File: config.mk
export PLATFORM = sky130hd
export DESIGN_NAME = serial_rx_idle
export DESIGN_NICKNAME = d
export VERILOG_FILES = /design/src/rtl/serial_rx_pkg.sv /design/src/rtl/serial_rx_sync.sv /design/src/rtl/serial_rx_frame.sv /design/src/rtl/serial_rx_linewatch.sv /design/src/rtl/serial_rx_flags.sv /design/src/rtl/serial_rx_idle.sv
export SDC_FILE = /design/constraint.sdc
export NUM_CORES = 1
export LEC_CHECK = 0
export ABC_AREA = 1
export CORE_MARGIN = 4
export CORE_UTILIZATION = 50
export DETAILED_ROUTE_END_ITERATION = 8
export HOLD_SLACK_MARGIN = 0.03
export PLACE_DENSITY = 0.78
export SYNTH_ARGS = -nofsm -noshare
export SYNTH_HDL_FRONTEND = slang
export SYNTH_SLANG_ARGS = --single-unit
export TNS_END_PERCENT = 5
File: constraint.sdc
create_clock -name clk -period 4.3 [get_ports clk]
set_input_delay 0.43 -clock clk [delete_from_list [all_inputs] [get_ports clk]]
set_output_delay 0.43 -clock clk [all_outputs]
set_load 0.05 [all_outputs]
File: src/rtl/serial_rx_pkg.sv
package serial_rx_pkg;

  typedef enum logic [1:0] {
    RX_WAIT  = 2'd0,
    RX_START = 2'd1,
    RX_DATA  = 2'd2,
    RX_STOP  = 2'd3
  } rx_state_t;

  // widest frame payload
  localparam int WORD_W = 9;

  // number of data bits for the selected frame length
  function automatic logic [3:0] data_bits(input logic nine);
    return nine ? 4'd9 : 4'd8;
  endfunction

  // whole high bit times that make an idle line
  function automatic logic [3:0] idle_bits(input logic nine);
    return nine ? 4'd11 : 4'd10;
  endfunction

  // right-shifted capture register to payload: 8-bit frames sit one place high
  function automatic logic [WORD_W-1:0] align_word(input logic [WORD_W-1:0] sh,
                                                   input logic nine);
    return nine ? sh : {1'b0, sh[WORD_W-1:1]};
  endfunction

endpackage

File: src/rtl/serial_rx_sync.sv
module serial_rx_sync #(
  parameter int STAGES = 2
) (
  input  logic clk,
  input  logic rst_n,
  input  logic din,
  output logic dout
);
  logic [STAGES-1:0] q;

  generate
    if (STAGES == 1) begin : g_one
      always_ff @(posedge clk or negedge rst_n)
        if (!rst_n) q <= '1;
        else        q <= din;
    end else begin : g_many
      always_ff @(posedge clk or negedge rst_n)
        if (!rst_n) q <= '1;
        else        q <= {q[STAGES-2:0], din};
    end
  endgenerate

  assign dout = q[STAGES-1];
endmodule

File: src/rtl/serial_rx_frame.sv
module serial_rx_frame
  import serial_rx_pkg::*;
#(
  parameter int OVS = 16
) (
  input  logic              clk,
  input  logic              rst_n,
  input  logic              tick,
  input  logic              rx,
  input  logic              nine,
  output logic              frame_done,
  output logic [WORD_W-1:0] frame_word
);
  localparam int CNT_W = (OVS > 1) ? $clog2(OVS) : 1;
  localparam logic [CNT_W-1:0] PH_LAST = CNT_W'(OVS - 1);
  localparam logic [CNT_W-1:0] PH_HALF = CNT_W'(OVS / 2 - 1);

  rx_state_t         state;
  logic [CNT_W-1:0]  ph;
  logic [3:0]        nbit;
  logic [WORD_W-1:0] sh;
  logic              nine_l;
  logic              rx_prev;

  // named events for the checks
  logic start_edge, mid_start, bit_slot, stop_slot;
  assign start_edge = tick && (state == RX_WAIT) && rx_prev && !rx;
  assign mid_start  = tick && (state == RX_START) && (ph == PH_HALF);
  assign bit_slot   = tick && (state == RX_DATA) && (ph == PH_LAST);
  assign stop_slot  = tick && (state == RX_STOP) && (ph == PH_LAST);

  assign frame_done = stop_slot && rx;
  assign frame_word = align_word(sh, nine_l);

  always_ff @(posedge clk or negedge rst_n) begin
    if (!rst_n) begin
      state   <= RX_WAIT;
      ph      <= '0;
      nbit    <= '0;
      sh      <= '0;
      nine_l  <= 1'b0;
      rx_prev <= 1'b1;
    end else if (tick) begin
      rx_prev <= rx;
      unique case (state)
        RX_WAIT: begin
          if (start_edge) begin
            state <= RX_START;
            ph    <= '0;
          end
        end
        RX_START: begin
          if (mid_start) begin
            ph   <= '0;
            nbit <= '0;
            if (!rx) begin
              state  <= RX_DATA;
              nine_l <= nine;
            end else begin
              state <= RX_WAIT;
            end
          end else begin
            ph <= ph + 1'b1;
          end
        end
        RX_DATA: begin
          if (bit_slot) begin
            sh   <= {rx, sh[WORD_W-1:1]};
            nbit <= nbit + 1'b1;
            ph   <= '0;
            if (nbit == data_bits(nine_l) - 4'd1) state <= RX_STOP;
          end else begin
            ph <= ph + 1'b1;
          end
        end
        RX_STOP: begin
          if (stop_slot) begin
            state <= RX_WAIT;
            ph    <= '0;
          end else begin
            ph <= ph + 1'b1;
          end
        end
        default: state <= RX_WAIT;
      endcase
    end
  end

  // the stop slot is reached only after the full data bit count
  assert_stop_after_payload_R2: assert property (@(posedge clk) disable iff (!rst_n)
    (state == RX_STOP) |-> (nbit == data_bits(nine_l)));

  // a start that is high again at mid-bit returns to waiting
  assert_glitch_reject_R11: assert property (@(posedge clk) disable iff (!rst_n)
    (mid_start && rx) |=> (state == RX_WAIT));

endmodule

File: src/rtl/serial_rx_linewatch.sv
module serial_rx_linewatch
  import serial_rx_pkg::*;
#(
  parameter int OVS = 16
) (
  input  logic clk,
  input  logic rst_n,
  input  logic tick,
  input  logic rx,
  input  logic nine,
  output logic idle_hit
);
  localparam int CNT_W = (OVS > 1) ? $clog2(OVS) : 1;
  localparam logic [CNT_W-1:0] PH_LAST = CNT_W'(OVS - 1);

  logic [CNT_W-1:0] sub;
  logic [3:0]       high_bits;
  logic             bit_done;

  assign bit_done = tick && rx && (sub == PH_LAST);
  assign idle_hit = bit_done && (high_bits == idle_bits(nine) - 4'd1);

  always_ff @(posedge clk or negedge rst_n) begin
    if (!rst_n) begin
      sub       <= '0;
      high_bits <= '0;
    end else if (tick) begin
      if (!rx) begin
        sub       <= '0;
        high_bits <= '0;
      end else if (sub == PH_LAST) begin
        sub <= '0;
        if (high_bits != 4'hF) high_bits <= high_bits + 1'b1;
      end else begin
        sub <= sub + 1'b1;
      end
    end
  end

  // a low sample restarts the run of high bit times
  assert_low_restarts_R5: assert property (@(posedge clk) disable iff (!rst_n)
    (tick && !rx) |=> (high_bits == 4'd0));

  // the hit coincides with completing the threshold bit time
  assert_hit_length_R5: assert property (@(posedge clk) disable iff (!rst_n)
    idle_hit |=> (high_bits == $past(idle_bits(nine))));

endmodule

File: src/rtl/serial_rx_flags.sv
module serial_rx_flags
  import serial_rx_pkg::*;
(
  input  logic              clk,
  input  logic              rst_n,
  input  logic              frame_done,
  input  logic [WORD_W-1:0] frame_word,
  input  logic              idle_hit,
  input  logic              wake,
  input  logic              stat_rd,
  input  logic              data_rd,
  input  logic              data_wr,
  output logic              full,
  output logic              idle,
  output logic [WORD_W-1:0] word_q
);
  logic full_seen, idle_seen, armed;
  logic full_clr, idle_set, idle_clr;

  assign full_clr = data_rd && full_seen;
  assign idle_set = idle_hit && armed && !wake;
  assign idle_clr = data_wr && idle_seen;

  always_ff @(posedge clk or negedge rst_n) begin
    if (!rst_n) begin
      full      <= 1'b0;
      full_seen <= 1'b0;
      idle      <= 1'b0;
      idle_seen <= 1'b0;
      armed     <= 1'b0;
      word_q    <= '0;
    end else begin
      // set has priority over clear
      if (frame_done)    full <= 1'b1;
      else if (full_clr) full <= 1'b0;

      if (frame_done || full_clr) full_seen <= 1'b0;
      else if (stat_rd && full)   full_seen <= 1'b1;

      if (idle_set)      idle <= 1'b1;
      else if (idle_clr) idle <= 1'b0;

      if (idle_set || idle_clr)   idle_seen <= 1'b0;
      else if (stat_rd && idle)   idle_seen <= 1'b1;

      if (frame_done)    armed <= 1'b1;
      else if (idle_set) armed <= 1'b0;

      if (frame_done) word_q <= frame_word;
    end
  end

  assert_full_on_frame_R2: assert property (@(posedge clk) disable iff (!rst_n)
    frame_done |=> full);

  assert_full_clear_seq_R4: assert property (@(posedge clk) disable iff (!rst_n)
    $fell(full) |-> $past(data_rd && full_seen));

  assert_idle_clear_seq_R6: assert property (@(posedge clk) disable iff (!rst_n)
    $fell(idle) |-> $past(data_wr && idle_seen));

  assert_idle_needs_frame_R7: assert property (@(posedge clk) disable iff (!rst_n)
    $rose(idle) |-> $past(armed));

  assert_idle_wake_block_R8: assert property (@(posedge clk) disable iff (!rst_n)
    $rose(idle) |-> !$past(wake));

  assert_data_hold_R9: assert property (@(posedge clk) disable iff (!rst_n)
    !frame_done |=> $stable(word_q));

  assert_collide_keep_R12: assert property (@(posedge clk) disable iff (!rst_n)
    (frame_done && data_rd) |=> (full && !full_seen));

endmodule

File: src/rtl/serial_rx_idle.sv
module serial_rx_idle
  import serial_rx_pkg::*;
#(
  parameter int OVS         = 16,
  parameter int SYNC_STAGES = 2
) (
  input  logic       clk,
  input  logic       rst_n,
  input  logic       rxd,
  input  logic       baud_tick,
  input  logic       nine_bit,
  input  logic       wake_en,
  input  logic       stat_rd,
  input  logic       data_rd,
  input  logic       data_wr,
  output logic [7:0] status,
  output logic [7:0] rx_data,
  output logic       rx_bit8
);
  logic              rx_s;
  logic              frame_done;
  logic [WORD_W-1:0] frame_word;
  logic              idle_hit;
  logic              full, idle;
  logic [WORD_W-1:0] word_q;

  serial_rx_sync #(.STAGES(SYNC_STAGES)) u_sync (
    .clk(clk), .rst_n(rst_n), .din(rxd), .dout(rx_s)
  );

  serial_rx_frame #(.OVS(OVS)) u_frame (
    .clk(clk), .rst_n(rst_n), .tick(baud_tick), .rx(rx_s), .nine(nine_bit),
    .frame_done(frame_done), .frame_word(frame_word)
  );

  serial_rx_linewatch #(.OVS(OVS)) u_line (
    .clk(clk), .rst_n(rst_n), .tick(baud_tick), .rx(rx_s), .nine(nine_bit),
    .idle_hit(idle_hit)
  );

  serial_rx_flags u_flags (
    .clk(clk), .rst_n(rst_n), .frame_done(frame_done), .frame_word(frame_word),
    .idle_hit(idle_hit), .wake(wake_en), .stat_rd(stat_rd), .data_rd(data_rd),
    .data_wr(data_wr), .full(full), .idle(idle), .word_q(word_q)
  );

  assign status  = {2'b00, full, idle, 4'b0000};
  assign rx_data = word_q[7:0];
  assign rx_bit8 = word_q[8];

  // a frame whose stop bit is low never transfers
  assert_bad_stop_drop_R10: assert property (@(posedge clk) disable iff (!rst_n)
    frame_done |-> rx_s);

endmodule

==> parameters.txt, run 1 <==
Parameter                              Value

Outcome
  Result of the run ... finished, final reports clean

Route
  Total Routed Length ... 3.91 mm
  Total vias in the final route ... 1,709
  Initial drt markers ... 98
  Detail Route Antenna Nets ... 0
  Total iterations of the first detailed-routing run ... 4
  Drt drc ... 0
  Routed via count divided by cell count ... 5.19
  Mean routed wirelength per cell ... 11.9 um

Die
  I/O pin total ... 26
  Chip Width ... 74.6 um
  FP Rows ... 23
  Die Span Y ... 74.6 um
  Initial core utilization ... 53.6%
  Die ar. ... 0.00557 sq mm
  Core ar. ... 0.00414 sq mm

Cells and area
  Post-synthesis to final-layout area growth ... 13.5%
  Antenna diodes ... 0
  Proportion of layout cells with a drive suffix above 1 ... 8.24%
  Multi-input logic area ... 943 sq um
  Filler Cell Count ... 366
  Area taken by flip-flops and latches ... 0.00113 sq mm
  Final #Nets ... 295

Synth
  Number of distinct library cells after synthesis ... 35
  Mean Syn Cell Area ... 8.61 sq um
  Ranking of synthesized cells by area ... sky130_fd_sc_hd__dfrtp_1 (47%), sky130_fd_sc_hd__nand2_1 (14%), sky130_fd_sc_hd__ha_1 (4.5%)
  Count of flip-flops with a built-in enable after synthesis ... 0
  Synthesized-area fraction occupied by ao, oa, aoi and oai cells ... 9.80%
  Most common flop cell mapped by yosys ... sky130_fd_sc_hd__dfrtp_1
  Number of storage elements in the synthesis netlist ... 45
  Synthesized-area fraction occupied by adder cells ... 4.51%
  Mux share of post-synthesis cell area ... 0%
  Most common cell in the synthesized netlist ... sky130_fd_sc_hd__nand2_1
  Summed instance area of the synthesized netlist ... 0.00222 sq mm
  Combinational family with the most area after synthesis ... simple AND/OR/NAND/NOR gates
  Leading area contributor after synthesis ... sky130_fd_sc_hd__dfrtp_1
  Fraction of registers with async set or reset after synthesis ... 100%
  Number of standard cells after synthesis ... 258
  Post-synthesis simple-gate area fraction ... 25.2%
  Top-area cell type share of the netlist area ... 47.3%
  Cell types with the highest counts after synthesis ... sky130_fd_sc_hd__nand2_1 (81), sky130_fd_sc_hd__dfrtp_1 (42), sky130_fd_sc_hd__inv_1 (17)
  Parity-gate share of the synthesized area counting xor and xnor cells ... 1.97%
  Synthesis Warnings ... 0
  Sequential fraction of the synthesis area ... 50.9%

Critical path
  Length in cells of the worst reg-to-reg path ... 7
  Sort of element at the end of the critical path ... output pin
  Critical Setup Path Class ... reg -> out
  Chain of cells forming the critical path ... clkdlybuf4s50_1
  Worst path bufs/invs ... 1
  Depth of the critical timing path with buffers and inverters included ... 1
  Critical Path AT ... 1.47 ns
  Peak fanout along the critical path ... 3
  Worst-path cell with the longest stage delay ... sky130_fd_sc_hd__clkdlybuf4s50_1
  Critical path startpoint category ... flip-flop
  Max incr delay on CP ... 0.81 ns
  Top cell family by delay on the critical path ... buffers and inverters
  Required time worst endpoint ... 3.87 ns

Clock tree
  Number of buffers between clock root and the deepest sink ... 2
  Post-CTS Setup Bufs ... 0
  Hold-fix buffer count after cts ... 0
  Clk slew on worst S/H paths ... 0.09 ns
  TritonCTS clock tree ... yes
  Resized Gates After CTS ... 0
  Clock latency on the worst-skew pair ... 0.30 ns
  Number of CTS-inserted buffers ... 5
  Number of levels the H-tree was split into ... 2
  Root Buffer Master ... sky130_fd_sc_hd__clkbuf_8
  Total number of clock tree sinks ... 45

Placement
  Post-detailed-placement half-perimeter wirelength ... 2.86 mm
  Number of input and output port buffers inserted ... 19
  GPL Wtd Cong ... 0.874
  Setup WS pre-CTS ... 2.27 ns

Power
  Power density over the cells ... 427 mW/mm^2
  Worst VDD drop ... 0.281 mV
  Leakage power total ... 1.20 nW

Global route
  Number of antenna violations at the first check in global routing ... 0
  Global-route wire length before repair ... 6.83 mm
  Vias in the first global route ... 1,608
  Pin count of the biggest net entering global routing ... 46
  GR Overflow Total ... 0
  Overall Global Routing Usage ... 15.8%

Flow run
  Max-cap check violation count ... 0

Timing
  Final Critical Period ... 1.90 ns
  Slew Viols, Final ... 0
  Post-route setup TNS ... 0 ns
  Worst Max-Slew Pin Slew ... 0.958 ns
  Unrepaired setup endpoints after global routing ... no
  Highest achievable clock rate ... 526 MHz
  Headroom to the max-slew limit ... 36.1%
  Final worst-path setup slack ... 2.40 ns
  Worst-case clock skew ... 0.00384 ns
  Number of hold violations in the final report ... 0
  Final setup violation count ... 0
  Final period utilization ... 44.2%
  Worst hold-check slack ... 0.278 ns

Worst hold path
  Worst min-delay path category ... in -> async
[flip-flops by register name (all words and copies together), names as in the netlist, named ones only]
signal / cells
u_frame.ph: 4
u_frame.nbit: 4
u_flags.word_q: 9
u_flags.idle_seen: 1
u_frame.nine_l: 1
u_flags.idle: 1
u_flags.armed: 1
u_line.sub: 4
u_sync.q: 2
u_flags.full: 1
u_frame.rx_prev: 1
u_line.high_bits: 4
u_frame.sh: 9
u_flags.full_seen: 1
u_frame.state: 1
[worst paths after layout]
| kind | from | end | slack, ns |
|---|---|---|---|
| max | u_flags.full | status[5] | 2.40 |
| min | rst_n | u_line.sub[2] | 0.28 |
| max reg2reg | u_frame.state[0] | u_frame.sh[0] | 2.56 |
| min reg2reg | u_sync.q[0] | u_sync.q[1] | 0.36 |
| max in group asynchronous | rst_n | u_frame.sh[8] | 3.42 |
| min in group clk | u_sync.q[0] | u_sync.q[1] | 0.36 |
[metrics by stage]
step / area [sq um] / util [%] / total power, mW / instances
floorplan: 2240 / - / 0.696 / 263
global placement: 2400 / 58.0 / 0.751 / 321
detailed placement: 2400 / 58.0 / 0.761 / 321
CTS: 2520 / 60.8 / 1.09 / 329
global route: 2520 / 60.8 / 1.15 / 329
finish: 2520 / 60.8 / 1.08 / 329
[logic make-up (layout without fill, tap and decap cells)]
family,count (synthesis),after routing
other,1,6
adders and majority gates,8,8
and+or+nand+nor,128,128
buffers and inverters,33,49
AOI/OAI and AO/OA,38,38
DFF,45,45
xor gates and xnor gates,5,5
[report_power, final]
part,switching [mW],internal [mW],total [mW]
Sequential,0.0422,0.463,0.505
Clock,0.148,0.174,0.322
Combinational,0.162,0.0877,0.249
Total,0.352,0.725,1.08
[per-layer routing]
layer	wire length (um)	vias to the layer above	share of wire (%)	track usage, %
met5	0	-	0	0
li1	-	865	-	-
met3	184	4	4.7	3.60
met4	38	0	0.97	4.74
met1	1890	801	48	21.4
met2	1800	39	46	25.6
[layout make-up]
cell class              count  share of cell area [%]
clock buffers               5                    2.73
clock inverters             3                    1.84
well taps                  50                    2.48
flip-flops and latches     45                    44.8
repair buffers             19                    7.35
inverters                  22                    3.33
multi-input cells         185                    37.4
[cells in the final DEF (no fill, tap or decap), types with 2 or more instances in the layout]
master	n
sky130_fd_sc_hd__dfstp_2	3
sky130_fd_sc_hd__nor4_1	2
sky130_fd_sc_hd__conb_1	6
sky130_fd_sc_hd__clkdlybuf4s50_1	18
sky130_fd_sc_hd__o21ai_0	16
sky130_fd_sc_hd__inv_1	17
sky130_fd_sc_hd__dfrtp_1	42
sky130_fd_sc_hd__nand2_1	81
sky130_fd_sc_hd__a31oi_1	9
sky130_fd_sc_hd__nor3b_1	2
sky130_fd_sc_hd__a21oi_1	4
sky130_fd_sc_hd__clkbuf_8	5
sky130_fd_sc_hd__nand3_1	16
sky130_fd_sc_hd__nor2_2	3
sky130_fd_sc_hd__nand4_1	2
sky130_fd_sc_hd__o21ai_1	3
sky130_fd_sc_hd__inv_2	3
sky130_fd_sc_hd__nor3_1	2
sky130_fd_sc_hd__xor2_1	4
sky130_fd_sc_hd__nor2_1	16
sky130_fd_sc_hd__ha_1	8
No activity file was read; power rests on OpenSTA's default activity.
==> inputs of run 2 (changes only) <==
--- a/config.mk
+++ b/config.mk
@@ -10,7 +10,7 @@
 export CORE_UTILIZATION = 50
 export DETAILED_ROUTE_END_ITERATION = 8
 export HOLD_SLACK_MARGIN = 0.03
-export PLACE_DENSITY = 0.78
+export PLACE_DENSITY = 0.8
 export SYNTH_ARGS = -nofsm -noshare
 export SYNTH_HDL_FRONTEND = slang
 export SYNTH_SLANG_ARGS = --single-unit
==> constraint.sdc (replaced) <==
create_clock -name clk -period 1.55 [get_ports clk]
set_input_delay 0.155 -clock clk [delete_from_list [all_inputs] [get_ports clk]]
set_output_delay 0.155 -clock clk [all_outputs]
set_load 0.05 [all_outputs]
==> run 2 against run 1 <==
  * Via count up 5.4%
  * Final area increased by 6.9%
  * Core utilization is 4.2 points higher
  * Count of clock-buffer cells in the layout is the same
  * Sequential share of layout area down 2.8 points
  * Register-to-register slack lost 2.5 ns
  * Critical path depth rose by 6
  * First-iteration DRC count up 98%
  * Final cell count rose by 5.5%
  * Hold slack got worse by 0.015 ns
  * Non-clock buffer count rose by 18
  * Clock skew up 0.0028 ns
  * Largest power group unchanged
==> parameters.txt, run 2 (same netlist as run 1, synthesis figures left out) <==
Parameter                              Value

Clock tree
  Number of buffers between clock root and the deepest sink ... 2 (unchanged)
  Number of levels the H-tree was split into ... 2 (unchanged)
  Number of CTS-inserted buffers ... 5 (unchanged)
  Clock latency on the worst-skew pair ... 0.29 ns (about the same)
  Total number of clock tree sinks ... 45 (unchanged)
  Clk slew on worst S/H paths ... 0.08 ns (about the same)
  Root Buffer Master ... sky130_fd_sc_hd__clkbuf_8
  TritonCTS clock tree ... yes

Cells and area
  Most common library cell in the layout ignoring fill and taps ... sky130_fd_sc_hd__nand2_1
  Core utilization of the finished layout ... 65.0% (+4.2 points)
  Post-synthesis to final-layout area growth ... 21.2%
  Area taken by flip-flops and latches ... 0.00113 sq mm (+0.11%)
  Multi-input logic area ... 988 sq um (+4.8%)
  Final #Nets ... 313 (+6.1%)
  Commonest cells after routing, fill and taps aside ... sky130_fd_sc_hd__nand2_1 (79), sky130_fd_sc_hd__dfrtp_1 (41), sky130_fd_sc_hd__buf_4 (26), sky130_fd_sc_hd__inv_1 (17), sky130_fd_sc_hd__nor2_1 (16)
  Registers with the most flip-flops ... u_flags.word_q x9, u_frame.sh x9
  Antenna diodes ... 0 (unchanged)
  Filler Cell Count ... 332 (-9.3%)
  Proportion of layout cells with a drive suffix above 1 ... 20.5% (+12 points)

Power
  Power density over the cells ... 1180 mW/mm^2 (+180%)
  Post-layout total power ... 3.19 mW (+200%)
  Combinational cell fraction of total power ... 28.0% (+4.8 points)
  Leakage power total ... 1.31 nW (+9.7%)
  Clock network fraction of design power ... 27.5% (-2.4 points)
  Switching pwr ... 1.05 mW (+200%)
  Sequential fraction of design power ... 44.5% (-2.4 points)
  Worst VDD drop ... 0.930 mV (+230%)
  Internal power ... 2.14 mW (+200%)
  Switching fraction of total power ... 32.9% (+0.21 points)

Route
  Initial drt markers ... 194 (+98%)
  Met2 Wirelength ... 2.06 mm (+14%)
  Total vias in the final route ... 1,802 (+5.4%)
  Mean routed wirelength per cell ... 12.2 um (+3.0%)
  Sum of met3 wire segment lengths after detailed routing ... 228 um (+24%)
  Total iterations of the first detailed-routing run ... 4 (unchanged)
  Top routing layer in use ... met4
  Detail Route Antenna Nets ... 0 (unchanged)
  Met1 wire length ... 1.90 mm (+0.95%)
  Total Routed Length ... 4.24 mm (+8.6%)
  Routed via count divided by cell count ... 5.19 (about the same)
  Drt drc ... 0 (unchanged)

Die
  I/O pin total ... 26 (unchanged)
  Initial core utilization ... 53.6% (unchanged)
  Chip Width ... 74.6 um (unchanged)
  Core ar. ... 0.00414 sq mm (unchanged)
  FP Rows ... 23 (unchanged)
  Die ar. ... 0.00557 sq mm (unchanged)
  Die Span Y ... 74.6 um (unchanged)

Global route
  Overall Global Routing Usage ... 16.2% (+0.36 points)
  Number of antenna violations at the first check in global routing ... 0 (unchanged)
  Global-route wire length before repair ... 6.92 mm (+1.3%)
  Vias in the first global route ... 1,576 (-2.0%)
  GR Overflow Total ... 0 (unchanged)
  Pin count of the biggest net entering global routing ... 46 (unchanged)

Placement
  Post-detailed-placement half-perimeter wirelength ... 2.99 mm (+4.8%)
  Number of input and output port buffers inserted ... 19 (unchanged)
  Setup WS pre-CTS ... -0.118 ns (-2.39 ns)
  GPL Wtd Cong ... 0.810 (-7.3%)

Timing
  Worst-case clock skew ... 0.00668 ns (+0.00284 ns)
  Post-route setup TNS ... 0 ns (unchanged)
  Final setup violation count ... 0 (unchanged)
  Highest achievable clock rate ... 666 MHz
  Final worst-path setup slack ... 0.0482 ns (-2.35 ns)
  Number of hold violations in the final report ... 0 (unchanged)
  Worst hold-check slack ... 0.263 ns (-0.0146 ns)
  Slew Viols, Final ... 0 (unchanged)
  Final Critical Period ... 1.50 ns
  Unrepaired setup endpoints after global routing ... yes
  Final period utilization ... 96.9%

Critical path
  Required time worst endpoint ... 1.72 ns (-2.15 ns)
  Critical Path AT ... 1.67 ns (+0.20 ns)
  Worst-path cell with the longest stage delay ... sky130_fd_sc_hd__dfrtp_1
  Max incr delay on CP ... 0.43 ns (-0.38 ns)
  Cell repeated most along the worst path ... sky130_fd_sc_hd__nand2_2
  Sort of element at the end of the critical path ... flip-flop
  Critical Setup Path Class ... reg -> reg
  Chain of cells forming the critical path ... ha_4 -> nand4_1 -> nand2_2 -> nand2_2 -> nor2_4 -> buf_4 -> o21ai_0
  Critical path startpoint category ... flip-flop
  Peak fanout along the critical path ... 5 (+2)

Flow run
  Max-cap check violation count ... 0 (unchanged)

Worst hold path
  Worst min-delay path category ... in -> reg

Outcome
  Result of the run ... finished, final reports clean
-- run 2: layout make-up --
| cell class | instances | share of cell area (%) |
|---|---|---|
| clock buffers | 5 | 2.56 |
| clock inverters | 3 | 1.72 |
| inverters | 22 | 3.11 |
| multi-input cells | 185 | 36.7 |
| flip-flops and latches | 45 | 42.0 |
| well taps | 50 | 2.32 |
| repair buffers | 37 | 11.6 |
-- run 2: worst paths after layout --
kind / start / end / slack (ns) / cells after the start
min: rxd / u_sync.q[0] / 0.26 / 1
max in group asynchronous: rst_n / u_sync.q[0] / 0.93 / 3
min in group asynchronous: rst_n / u_line.sub[3] / 0.36 / 3
max reg2reg: u_frame.ph[1] / u_frame.nbit[2] / 0.05 / 7
min reg2reg: u_sync.q[0] / u_sync.q[1] / 0.36 / 0
max: u_frame.ph[1] / u_frame.nbit[2] / 0.05 / 7
-- run 2: through the flow --
| stage | instances | area, sq um |
|---|---|---|
| floorplan | 263 | 2240 |
| global placement | 335 | 2490 |
| detailed placement | 335 | 2490 |
| CTS | 344 | 2620 |
| global route | 347 | 2690 |
| finish | 347 | 2690 |
-- run 2: timing repair --
| item | in CTS | in global routing |
|---|---|---|
| endpoints found under the setup margin | 2 | 16 |
| hold endpoints to repair | 42 | 0 |
| setup buffers | 0 | 3 |
| resized for setup | 1 | 13 |
| pin swaps | 0 | 3 |
| hold buffers | 1 | 0 |
-- run 2: worst max-delay path, delay by kind of cell (launching register included) --
| kind | cells | cell delay [ns] |
|---|---|---|
| adders and majority gates | 1 | 0.18 |
| DFF | 1 | 0.43 |
| buffers and inverters | 1 | 0.13 |
| and+or+nand+nor | 4 | 0.58 |
| AOI/OAI and AO/OA | 1 | 0.07 |
-- run 2: power groups by stage --
stage	combinational, mW	sequential (mW)	clock [mW]
3_3_place_gp	0.740	1.42	0
3_5_place_dp	0.759	1.42	0
2_1_floorplan	0.538	1.39	0
6_report	0.895	1.42	0.877
4_1_cts	0.784	1.40	0.910
5_1_grt	0.992	1.44	0.950
-- run 2: metal layers --
layer | vias up | GRT usage, %
met5 | - | 0
met4 | 0 | 5.34
met3 | 6 | 4.01
met2 | 48 | 26.0
met1 | 843 | 21.5
li1 | 905 | -
==> inputs of run 3 (changes only) <==
--- a/config.mk
+++ b/config.mk
@@ -13,5 +13,6 @@
 export PLACE_DENSITY = 0.8
 export SYNTH_ARGS = -nofsm -noshare
 export SYNTH_HDL_FRONTEND = slang
+export SYNTH_HIERARCHICAL = 1
 export SYNTH_SLANG_ARGS = --single-unit
 export TNS_END_PERCENT = 5
==> run 3 against run 2 <==
  * Combinational power is 49% lower
  * Die area increased by 3.9%
  * Core utilization down 4.1 points
  * Largest power group unchanged
  * Global-route usage fell by 0.47 points
  * Critical path type unchanged
==> parameters.txt, run 3 <==
Parameter                              Value

Outcome
  Result of the run ... finished, final reports clean

Clock tree
  Number of levels the H-tree was split into ... 2 (unchanged)
  TritonCTS clock tree ... yes
  Root Buffer Master ... sky130_fd_sc_hd__clkbuf_8
  Number of buffers between clock root and the deepest sink ... 2 (unchanged)
  Number of CTS-inserted buffers ... 5 (unchanged)
  Clk slew on worst S/H paths ... 0.09 ns (about the same)
  Clock latency on the worst-skew pair ... 0.29 ns (about the same)
  Total number of clock tree sinks ... 45 (unchanged)

Route
  Initial drt markers ... 87 (-55%)
  Mean routed wirelength per cell ... 11.5 um (-5.7%)
  Total iterations of the first detailed-routing run ... 4 (unchanged)
  Drt drc ... 0 (unchanged)
  Total Routed Length ... 4.29 mm (+1.1%)
  Detail Route Antenna Nets ... 0 (unchanged)
  Routed via count divided by cell count ... 4.97 (-4.2%)
  Total vias in the final route ... 1,850 (+2.7%)

Power
  Sequential fraction of design power ... 50.1% (+5.6 points)
  Leakage power total ... 1.39 nW (+6.0%)
  Post-layout total power ... 2.68 mW (-16%)
  Switching pwr ... 0.762 mW (-27%)
  Switching fraction of total power ... 28.5% (-4.5 points)
  Worst VDD drop ... 0.480 mV (-48%)
  Power density over the cells ... 996 mW/mm^2 (-16%)
  Combinational cell fraction of total power ... 17.0% (-11 points)
  Internal power ... 1.92 mW (-10%)
  Clock network fraction of design power ... 32.9% (+5.4 points)

Critical path
  Length in cells of the worst reg-to-reg path ... 8 (+1)
  Critical path startpoint category ... flip-flop
  Critical R2R Capture ... u_flags/word_q[2]
  Peak fanout along the critical path ... 9 (+4)
  Critical Setup Path Class ... reg -> reg
  Required time worst endpoint ... 1.79 ns (+0.07 ns)
  Start point of the critical path ... u_frame/ph[1]
  Sort of element at the end of the critical path ... flip-flop
  R2R setup slack ... 0.12 ns (+0.07 ns)
  Critical register-to-register path startpoint ... u_frame/ph[1]
  Critical Path AT ... 1.67 ns (about the same)

Timing
  Final Critical Period ... 1.43 ns (-0.0670 ns)
  Highest achievable clock rate ... 697 MHz (+4.7%)
  Worst Max-Slew Pin Slew ... 0.568 ns
  Number of hold violations in the final report ... 0 (unchanged)
  Final period utilization ... 92.6% (-4.3 points)
  Headroom to the max-slew limit ... 62.1%
  Slew Viols, Final ... 0 (unchanged)
  Final setup violation count ... 0 (unchanged)
  Worst-case clock skew ... 0.00605 ns (-0.000634 ns)

Global route
  Pin count of the biggest net entering global routing ... 46 (unchanged)
  GR Overflow Total ... 0 (unchanged)
  Overall Global Routing Usage ... 15.7% (-0.47 points)
  Global-route wire length before repair ... 7.60 mm (+9.8%)
  Vias in the first global route ... 1,806 (+15%)
  Number of antenna violations at the first check in global routing ... 0 (unchanged)

Die
  FP Rows ... 24 (+4.3%)
  I/O pin total ... 26 (unchanged)
  Core ar. ... 0.00441 sq mm (+6.5%)
  Die Span Y ... 76.1 um (+1.9%)
  Die ar. ... 0.00579 sq mm (+3.9%)
  Initial core utilization ... 52.5% (-1.1 points)
  Chip Width ... 76.1 um (+1.9%)

Worst hold path
  Worst Hold Endpoint ... u_sync/q[0]
  Source of the worst hold timing path ... rxd
  Worst hold path stage count ... 1 (unchanged)
  Worst min-delay path category ... in -> reg

Cells and area
  Area taken by flip-flops and latches ... 0.00113 sq mm (-0.11%)
  Most common library cell in the layout ignoring fill and taps ... sky130_fd_sc_hd__nand2_1
  Multi-input logic area ... 0.00100 sq mm (+1.3%)
  Proportion of layout cells with a drive suffix above 1 ... 20.0% (-0.54 points)
  Final #Nets ... 332 (+6.1%)
  Registers with the most flip-flops ... u_flags/word_q x9, u_frame/sh x9
  Antenna diodes ... 0 (unchanged)
  Core utilization of the finished layout ... 60.9% (-4.1 points)
  Post-synthesis to final-layout area growth ... 16.0%
  Filler Cell Count ... 380 (+14%)
  Commonest cells after routing, fill and taps aside ... sky130_fd_sc_hd__nand2_1 (106), sky130_fd_sc_hd__dfrtp_1 (42), sky130_fd_sc_hd__inv_1 (25), sky130_fd_sc_hd__buf_4 (24), sky130_fd_sc_hd__nor2_1 (16)
  Layout Cells excl Fill ... 372 (+7.2%)

Synth
  Cell types with the highest counts after synthesis ... sky130_fd_sc_hd__nand2_1 (108), sky130_fd_sc_hd__dfrtp_1 (42), sky130_fd_sc_hd__inv_1 (26)
  Ranking of synthesized cells by area ... sky130_fd_sc_hd__dfrtp_1 (45%), sky130_fd_sc_hd__nand2_1 (17%), sky130_fd_sc_hd__inv_1 (4.2%)
  Mean Syn Cell Area ... 8.05 sq um (-6.5%)
  Leading area contributor after synthesis ... sky130_fd_sc_hd__dfrtp_1
  Number of storage elements in the synthesis netlist ... 45 (unchanged)
  Most common cell in the synthesized netlist ... sky130_fd_sc_hd__nand2_1
  Top-area cell type share of the netlist area ... 45.3% (-2.0 points)
  Synthesis Warnings ... 6 (+6)
  Count of flip-flops with a built-in enable after synthesis ... 0 (unchanged)
  Number of standard cells after synthesis ... 288 (+12%)
  Fraction of registers with async set or reset after synthesis ... 100% (unchanged)
  Sequential fraction of the synthesis area ... 48.7% (-2.1 points)
  Most common flop cell mapped by yosys ... sky130_fd_sc_hd__dfrtp_1
  Number of distinct library cells after synthesis ... 31 (-11%)
  Summed instance area of the synthesized netlist ... 0.00232 sq mm (+4.4%)

Placement
  Post-detailed-placement half-perimeter wirelength ... 3.09 mm (+3.3%)
  GPL Wtd Cong ... 0.801 (-1.2%)
  Number of input and output port buffers inserted ... 19 (unchanged)
  Total instance count after detailed placement ... 361 (+7.8%)

Flow run
  Max-cap check violation count ... 0 (unchanged)
-- run 3: worst max-delay path, stage by stage (launching register included) --
cell and delay [ns]:
sky130_fd_sc_hd__dfrtp_1 0.38, sky130_fd_sc_hd__ha_2 0.22, sky130_fd_sc_hd__nand2_4 0.07, sky130_fd_sc_hd__nor2_4 0.15, sky130_fd_sc_hd__nand3_1 0.11, sky130_fd_sc_hd__nor2_2 0.13
sky130_fd_sc_hd__buf_4 0.18, sky130_fd_sc_hd__nand2_1 0.08, sky130_fd_sc_hd__nand2_1 0.06
-- run 3: what timing repair did --
item	4_1_cts	5_1_grt
buffers inserted	0	2
setup endpoints to repair	0	19
resized for setup	0	7
hold buffers	1	0
hold endpoints to repair	42	0
-- run 3: how the worst max path moves through the flow --
stage                                    to  slack [ns]  cells past startpoint
after floorplan           u_flags/word_q[0]        0.09                     10
after global routing              flip-flop       -0.03                     10
after detailed placement          flip-flop       -0.11                     11
after global placement            flip-flop       -0.03                     11
final                     u_flags/word_q[2]        0.12                      8
after CTS                     u_frame/ph[0]        0.05                      9
-- run 3: layout make-up --
cell class                 count  share of cell area [%]
sequential                    45                    42.0
inverter                      30                    4.19
clock buffer                   5                    2.56
tap                           52                    2.42
timing repair buffer          33                    9.87
clock inverter                 3                    1.72
multi-input combinational    204                    37.2
-- run 3: kinds of logic (layout without fill, tap and decap cells) --
logic type / Yosys count / after routing / share of synthesized area (%)
AND/OR/NAND/NOR: 153 / 153 / 27.6
flip-flops: 45 / 45 / 48.7
buffers and inverters: 44 / 71 / 9.77
AO/OA/AOI/OAI: 37 / 37 / 10.0
adder cells (fa/ha/maj): 4 / 4 / 2.16
XOR/XNOR: 4 / 4 / 1.51
other: 1 / 6 / 0.162
-- run 3: layer usage --
metal  GRT usage [%]  wire (um)  vias up
met1            19.0       1890      854
met5               0          0        -
met3            4.37        186        4
li1                -          -      956
met2            26.1       2170       36
met4            6.64         48        0
-- run 3: power by group through the flow --
stage               Sequential (mW)  Clock, mW  Combinational [mW]
floorplan                      1.34          0               0.298
global placement               1.36          0               0.409
detailed placement             1.36          0               0.423
CTS                            1.34      0.911               0.425
global route                   1.36      0.962               0.516
finish                         1.34      0.881               0.457
-- run 3: metrics by stage --
step           hold WS (ns)  area, sq um  setup TNS, ns  worst slack, ns
2_1_floorplan        -0.141         2340              0           0.0948
4_1_cts               0.248         2650              0           0.0484
3_5_place_dp          0.271         2530         -0.580           -0.111
5_1_grt               0.258         2690        -0.0261          -0.0261
3_3_place_gp          0.269         2530        -0.0888          -0.0267
6_report              0.263         2690              0            0.115
